`src/rtl/icc_pkg.sv`:
```
package icc_pkg;
  localparam logic [7:0] OFS_SEL = 8'h00;
  localparam logic [7:0] OFS_WIN = 8'h04;
  localparam logic [7:0] OFS_EOI = 8'h08;
  localparam logic [7:0] OFS_ISR = 8'h0C;
  localparam logic [7:0] OFS_TMR = 8'h10;
  localparam int TMR_MASK_BIT = 16;
  localparam int WIN_MASK_BIT = 0;
  localparam int WIN_LVL_BIT  = 1;
endpackage

```
`src/rtl/icc_regs.sv`:
```
module icc_regs #(
  parameter int NLINES = 32,
  parameter int AW     = 8,
  parameter int DW     = 32,
  parameter int TSEL_W = 4
) (
  input  logic              clk,
  input  logic              rst,
  input  logic [AW-1:0]     addr,
  input  logic [DW-1:0]     wdata,
  input  logic              we,
  input  logic              re,
  input  logic [NLINES-1:0] isr,
  output logic [DW-1:0]     rdata,
  output logic [NLINES-1:0] ent_mask,
  output logic [NLINES-1:0] ent_lvl,
  output logic              tmr_mask,
  output logic [TSEL_W-1:0] tmr_line,
  output logic              eoi
);
  import icc_pkg::*;
  localparam int LW   = (NLINES > 1) ? $clog2(NLINES) : 1;
  localparam int IDXW = 10;

  logic [DW-1:0]     sel_q;
  logic [IDXW-1:0]   dec_idx;
  logic              sel_ok;
  logic [LW-1:0]     wline;
  logic              win_wr;
  logic [DW-1:0]     rd_c;

  // select decode: low nibble sits at bits 4:1, upper bits at 11:6
  assign dec_idx = {sel_q[11:6], sel_q[4:1]};
  assign sel_ok  = !sel_q[0] && !sel_q[5] && (sel_q[DW-1:12] == '0) &&
                   (dec_idx < IDXW'(NLINES));
  assign wline   = dec_idx[LW-1:0];
  assign win_wr  = we && (addr == AW'(OFS_WIN)) && sel_ok;
  assign eoi     = we && (addr == AW'(OFS_EOI));

  always_ff @(posedge clk) begin
    if (rst) begin
      sel_q    <= '0;
      ent_mask <= '1;
      ent_lvl  <= '0;
      tmr_mask <= 1'b1;
      tmr_line <= '0;
    end else begin
      if (we && addr == AW'(OFS_SEL)) sel_q <= wdata;
      if (we && addr == AW'(OFS_TMR)) begin
        tmr_mask <= wdata[TMR_MASK_BIT];
        tmr_line <= wdata[TSEL_W-1:0];
      end
      if (win_wr) begin
        ent_mask[wline] <= wdata[WIN_MASK_BIT];
        ent_lvl[wline]  <= wdata[WIN_LVL_BIT];
      end
    end
  end

  always_comb begin
    rd_c = '0;
    if (addr == AW'(OFS_SEL)) begin
      rd_c = sel_q;
    end else if (addr == AW'(OFS_WIN)) begin
      if (sel_ok) begin
        rd_c[WIN_MASK_BIT] = ent_mask[wline];
        rd_c[WIN_LVL_BIT]  = ent_lvl[wline];
      end
    end else if (addr == AW'(OFS_ISR)) begin
      rd_c[NLINES-1:0] = isr;
    end else if (addr == AW'(OFS_TMR)) begin
      rd_c[TMR_MASK_BIT]  = tmr_mask;
      rd_c[TSEL_W-1:0]    = tmr_line;
    end
  end

  always_ff @(posedge clk) begin
    if (rst)     rdata <= '0;
    else if (re) rdata <= rd_c;
  end

  // an invalid select never changes any line entry
  assert_bad_sel_ignored_R7: assert property (@(posedge clk) disable iff (rst)
    (we && addr == AW'(OFS_WIN) && !sel_ok) |=>
      ($stable(ent_mask) && $stable(ent_lvl)));
endmodule

```
`src/rtl/icc_pending.sv`:
```
module icc_pending #(
  parameter int NLINES = 32,
  parameter int TSEL_W = 4
) (
  input  logic              clk,
  input  logic              rst,
  input  logic [NLINES-1:0] irq_in,
  input  logic              timer_evt,
  input  logic [NLINES-1:0] ent_mask,
  input  logic [NLINES-1:0] ent_lvl,
  input  logic              tmr_mask,
  input  logic [TSEL_W-1:0] tmr_line,
  input  logic [NLINES-1:0] ack_clr,
  output logic [NLINES-1:0] pend,
  output logic [NLINES-1:0] eff_mask
);
  logic [NLINES-1:0] in_q, in_d;

  always_ff @(posedge clk) begin
    if (rst) begin
      in_q <= '0;
      in_d <= '0;
    end else begin
      in_q <= irq_in;
      in_d <= in_q;
    end
  end

  for (genvar n = 0; n < NLINES; n++) begin : g_line
    logic is_tmr, src, hold;
    if (n < (1 << TSEL_W)) begin : g_tcap
      assign is_tmr = (tmr_line == TSEL_W'(n));
    end else begin : g_notmr
      assign is_tmr = 1'b0;
    end
    assign eff_mask[n] = is_tmr ? tmr_mask : ent_mask[n];
    assign src  = is_tmr ? timer_evt :
                  (ent_lvl[n] ? in_q[n] : (in_q[n] & ~in_d[n]));
    assign hold = is_tmr || !ent_lvl[n];

    always_ff @(posedge clk) begin
      if (rst)             pend[n] <= 1'b0;
      else if (ack_clr[n]) pend[n] <= 1'b0;
      else if (hold)       pend[n] <= pend[n] | (src & ~eff_mask[n]);
      else                 pend[n] <= src & ~eff_mask[n];
    end
  end
endmodule

```
`src/rtl/icc_service.sv`:
```
module icc_service #(
  parameter int NLINES   = 32,
  parameter int VEC_W    = 8,
  parameter int VEC_BASE = 32
) (
  input  logic              clk,
  input  logic              rst,
  input  logic [NLINES-1:0] pend,
  input  logic [NLINES-1:0] eff_mask,
  input  logic              ack,
  input  logic              eoi,
  output logic              irq_req,
  output logic [VEC_W-1:0]  irq_vec,
  output logic [NLINES-1:0] isr,
  output logic [NLINES-1:0] ack_clr
);
  localparam int LW = (NLINES > 1) ? $clog2(NLINES) : 1;

  function automatic logic [LW-1:0] top_bit(input logic [NLINES-1:0] v);
    top_bit = '0;
    for (int i = 0; i < NLINES; i++) if (v[i]) top_bit = LW'(i);
  endfunction

  logic [NLINES-1:0] elig, eoi_clr;
  logic [LW-1:0]     top_p, top_s, cur_q;
  logic              any_p, any_s, req_c, take;

  assign elig    = pend & ~eff_mask;
  assign any_p   = |elig;
  assign any_s   = |isr;
  assign top_p   = top_bit(elig);
  assign top_s   = top_bit(isr);
  assign req_c   = any_p && (!any_s || top_p > top_s);
  assign take    = ack && irq_req;
  assign ack_clr = take ? (NLINES'(1) << cur_q) : '0;
  assign eoi_clr = (eoi && any_s) ? (NLINES'(1) << top_s) : '0;
  assign irq_vec = VEC_W'(VEC_BASE) + VEC_W'(cur_q);

  always_ff @(posedge clk) begin
    if (rst) begin
      isr     <= '0;
      irq_req <= 1'b0;
      cur_q   <= '0;
    end else begin
      isr     <= (isr & ~eoi_clr) | ack_clr;
      irq_req <= req_c && !take;
      cur_q   <= top_p;
    end
  end

  // the presented line is never one already in service
  assert_req_not_in_service_R3: assert property (@(posedge clk) disable iff (rst)
    irq_req |-> !isr[cur_q]);
  // presented vector lies above every in-service vector
  assert_no_lower_preempt_R4: assert property (@(posedge clk) disable iff (rst)
    (irq_req && any_s) |-> (cur_q > top_s));
  // acknowledge moves the line to service and drops the request
  assert_ack_moves_line_R11: assert property (@(posedge clk) disable iff (rst)
    take |=> (isr[$past(cur_q)] && !irq_req));
  // end-of-interrupt removes exactly one in-service bit
  assert_eoi_clears_one_R5: assert property (@(posedge clk) disable iff (rst)
    (eoi && any_s && !take) |=> ($countones(isr) == $countones($past(isr)) - 1));
endmodule

```
`src/rtl/prio_irq_ctrl.sv`:
```
module prio_irq_ctrl #(
  parameter int NLINES   = 32,
  parameter int AW       = 8,
  parameter int DW       = 32,
  parameter int TSEL_W   = 4,
  parameter int VEC_W    = 8,
  parameter int VEC_BASE = 32
) (
  input  logic              clk,
  input  logic              rst,
  input  logic [NLINES-1:0] irq_in,
  input  logic              timer_evt,
  input  logic [AW-1:0]     bus_addr,
  input  logic [DW-1:0]     bus_wdata,
  input  logic              bus_we,
  input  logic              bus_re,
  output logic [DW-1:0]     bus_rdata,
  output logic              irq_req,
  output logic [VEC_W-1:0]  irq_vector,
  input  logic              irq_ack
);
  logic [NLINES-1:0] ent_mask, ent_lvl, isr, ack_clr, pend, eff_mask;
  logic              tmr_mask, eoi;
  logic [TSEL_W-1:0] tmr_line;

  icc_regs #(.NLINES(NLINES), .AW(AW), .DW(DW), .TSEL_W(TSEL_W)) regs_i (
    .clk(clk), .rst(rst), .addr(bus_addr), .wdata(bus_wdata), .we(bus_we),
    .re(bus_re), .isr(isr), .rdata(bus_rdata), .ent_mask(ent_mask),
    .ent_lvl(ent_lvl), .tmr_mask(tmr_mask), .tmr_line(tmr_line), .eoi(eoi));

  icc_pending #(.NLINES(NLINES), .TSEL_W(TSEL_W)) pend_i (
    .clk(clk), .rst(rst), .irq_in(irq_in), .timer_evt(timer_evt),
    .ent_mask(ent_mask), .ent_lvl(ent_lvl), .tmr_mask(tmr_mask),
    .tmr_line(tmr_line), .ack_clr(ack_clr), .pend(pend), .eff_mask(eff_mask));

  icc_service #(.NLINES(NLINES), .VEC_W(VEC_W), .VEC_BASE(VEC_BASE)) svc_i (
    .clk(clk), .rst(rst), .pend(pend), .eff_mask(eff_mask), .ack(irq_ack),
    .eoi(eoi), .irq_req(irq_req), .irq_vec(irq_vector), .isr(isr),
    .ack_clr(ack_clr));
endmodule

```
`config.mk`:
```
export PLATFORM = sky130hd
export DESIGN_NAME = prio_irq_ctrl
export DESIGN_NICKNAME = d
export VERILOG_FILES = /design/src/rtl/icc_pkg.sv /design/src/rtl/icc_regs.sv /design/src/rtl/icc_pending.sv /design/src/rtl/icc_service.sv /design/src/rtl/prio_irq_ctrl.sv
export SDC_FILE = /design/constraint.sdc
export NUM_CORES = 1
export LEC_CHECK = 0
export BUFFER_PORTS_ARGS = -buffer_cell sky130_fd_sc_hd__buf_2
export CORE_MARGIN = 10
export CORE_UTILIZATION = 50
export CTS_CLUSTER_SIZE = 12
export DETAILED_ROUTE_END_ITERATION = 16
export HOLD_SLACK_MARGIN = 0.06
export PLACE_DENSITY_LB_ADDON = 0.15
export SYNTH_ARGS = -nofsm -noshare
export SYNTH_HDL_FRONTEND = slang
export SYNTH_HIERARCHICAL = 1
export SYNTH_SLANG_ARGS = --single-unit
```
`constraint.sdc`:
```
create_clock -name clk -period 3.4 [get_ports clk]
set_input_delay 0.17 -clock clk [delete_from_list [all_inputs] [get_ports clk]]
set_output_delay 0.17 -clock clk [all_outputs]
set_load 0.02 [all_outputs]
```
==> flow_metrics.py <==
metrics = {
    "critical_path": {
        "cp-startpoint": "regs_i/tmr_line[0]",
        "critPathLaunchType": "flop",
        "critPathMaxFanout": 5,
        "end_kind": "flop",
        "r2r-start": "regs_i/tmr_line[0]",
        "worstPathArrival_ps": 3820,
        "rr_worst_depth": 16,
        "critical_path_class": "reg2reg",
        "worstPathRequired_ps": 3830,
    },
    "run": {
        "maxCapViolCount": 0,
    },
    "global_route": {
        "grt_max_degree": 123,
        "grtUsageTotal": 0.2434,
        "grt-ovfl-total": 0,
        "antenna_found_initial": 3,
        "grt_pass1_vias": 11530,
        "grt_pass1_wl_mm": 65.27,
    },
    "route": {
        "wl_met1_mm": 18.72,
        "viasPerCell": 5.845,
        "met2_length_mm": 19.60,
        "antenna_left": 0,
        "top_layer_used": "met5",
        "wl_met3_mm": 2.976,
        "via_count": 12020,
        "dr.pass1.iters": 6,
        "drc_errors": 0,
        "drt-wirelength-per-cell_um": 20.63,
        "drt_wl_total_mm": 42.41,
        "drt_iter0_drc": 1183,
    },
    "layout": {
        "drive_above_1_share": 0.1743,
        "fin_nets": 1785,
        "final_area_um2": 15370,
        "area.growth.synth_to_final_pct": 17.84,
        "diodes": 0,
    },
    "timing": {
        "maxSlewHeadroom": 0.3128,
        "tightest_slew_ps": 1030,
        "min_period_over_period": 0.9982,
        "final-max-slew-violation-count": 0,
        "fmax_mhz": 294.7,
        "setup_violations": 0,
        "rsz0062_at_grt": "true",
        "finalCriticalPeriod_ps": 3394,
        "clock_skew_ps": 12.83,
        "finalHoldViolations": 0,
        "timing.setup.tns_ps": 0,
    },
    "yosys": {
        "synth_cell_types": 85,
        "ys_top_cells_by_area": "dfxtp_1 (41%), nand2_1 (4.9%), nor2_1 (4.8%)",
        "synthArstFlopShare": 0,
        "synthCells": 1559,
        "ys.flop_type": "dfxtp_1",
        "synth_top_area_frac": 0.4098,
        "seq_area_frac_synth": 0.4098,
        "avgSynthCellArea_um2": 8.366,
        "syn-cell-area_um2": 13040,
        "ys_ff_latch": 267,
        "synth_top_cell_by_area": "dfxtp_1",
        "yosysMostFrequentCell": "dfxtp_1",
        "synth_edf_count": 0,
        "yosysWarnings": 6,
        "yosys-top-cells-count": "dfxtp_1 (267), nand2_1 (170), nor2_1 (167)",
    },
    "clocking": {
        "cts_setup_buffers": 0,
        "cts_max_level": 1,
        "ctsLongestPathBuffers": 3,
        "clockRootBuffer": "clkbuf_16",
        "numCtsBuffers": 29,
        "cts_tree": "built",
        "worstSkewPairLatency_ps": 560,
        "clk_pin_slew_worst_paths_ps": 60,
        "cts.sinks": 267,
    },
    "placed_design": {
        "dpl_cell_area_um2": 13790,
        "io_buffers": 115,
        "hpwl_mm": 30.45,
        "gp_congestion": 0.9478,
    },
    "hold_path": {
        "min_path_cells": 4,
        "min_from": "bus_re",
        "hp-class": "in2reg",
    },
    "floorplanning": {
        "die_y_um": 181.5,
        "start_util": 0.5048,
        "coreArea_um2": 25840,
        "ios": 119,
        "rows": 59,
        "die_w_um": 181.5,
        "die_area_um2": 32950,
    },
    "power_and_ir_drop": {
        "power_w": 0.006549,
        "power_density_nw_per_um2": 426.1,
        "p_leak_nw": 5.748,
        "vdd_drop_max_uv": 383.0,
    },
    "run_status": {
        "outcome": "finished clean",
    },
}
[power by group]
part           switching [W]  leakage (nW)  internal (W)
Combinational       0.000191          3.14      0.000150
Sequential         0.0000227          2.17       0.00318
Clock                0.00128         0.438       0.00172
[critical path: stages (launching register included)]
cell and delay (ps):
dfxtp_4 370, and2b_4 200, nand2_2 70, mux2_2 350, nand2b_4 150, a221o_1 310
a311o_1 300, a21oi_2 170, o21ai_2 90, o211ai_1 170, ha_1 270, nor2b_1 140
o21a_1 170, o21a_1 170, o21a_1 170, o22ai_1 120, a21oi_1 80
[placed cells by master, fill, tap and decap left out, types with 11 or more instances in the layout]
cell type / n
a21oi_1: 116
a221oi_1: 34
nand2_1: 170
a211oi_1: 33
buf_2: 114
a211o_1: 29
clkbuf_16: 29
o32ai_1: 11
inv_1: 70
nand3_1: 55
nor2_1: 167
dfxtp_1: 263
buf_4: 45
nand2b_1: 40
nor3_1: 59
nor4_1: 16
and3_1: 24
o21a_1: 11
nor2b_1: 90
dlygate4sd3_1: 64
o21ai_0: 15
a311oi_1: 19
mux2i_1: 26
mux2_2: 17
[state kept, by name (all words and copies together) (netlist names)]
register         cells
regs_i/sel_q        32
svc_i/cur_q          5
regs_i/ent_mask     32
svc_i/isr           32
pend_i/pend         32
svc_i/irq_req        1
pend_i/in_d         32
regs_i/ent_lvl      32
pend_i/in_q         32
regs_i/rdata        32
regs_i/tmr_line      4
regs_i/tmr_mask      1
[cell type report]
type	instances	area, um2
sequential	267	5358
fill	2333	10470
inverter	71	266.5
clock inverter	9	77.57
multi-input combinational	1107	6835
tap	335	419.2
clock buffer	41	810.8
timing repair buffer	226	1603
[kinds of logic (layout without fill, tap and decap cells)]
group / count (synthesis) / in the layout / share of synthesized area
buffers and inverters: 186 / 347 / 0.07070
AO/OA/AOI/OAI: 333 / 333 / 0.1794
adder cells (fa/ha/maj): 5 / 5 / 0.004797
other: 2 / 3 / 0.0005758
multiplexers: 49 / 49 / 0.04413
flip-flops: 267 / 267 / 0.4098
AND/OR/NAND/NOR: 717 / 717 / 0.2906
[through the flow]
step / hold slack [ps] / worst slack (ps) / util / cells
after CTS: 177.0 / 14.36 / 0.5931 / 2056
after global routing: 219.0 / -84.26 / 0.5949 / 2056
after floorplan: 298.2 / 0.5622 / - / 1560
after global placement: 376.2 / -33.79 / 0.5336 / 1942
after detailed placement: 382.9 / -104.8 / 0.5336 / 1942
final: 208.3 / 6.193 / 0.5949 / 2056
[timing repair]
item / CTS / global route
hold endpoints to repair: 68 / 0
resized for setup: 3 / 12
hold buffers: 64 / 0
pin swaps: 3 / 2
setup endpoints to repair: 1 / 1
[path summary, 6_finish.rpt]
path,to,slack (ps)
worst max-delay path,svc_i/irq_req,6
worst min-delay path,regs_i/rdata[31],210
worst min register to register,pend_i/in_d[15],450
worst max register to register,svc_i/irq_req,6
[routing by layer]
metal | global-route usage | vias up
met2 | 0.3956 | 428
li1 | - | 5779
met5 | 0 | -
met1 | 0.3205 | 5726
met4 | 0.07322 | 4
met3 | 0.04712 | 81
Note: power is estimated with default switching activity, not from simulation.
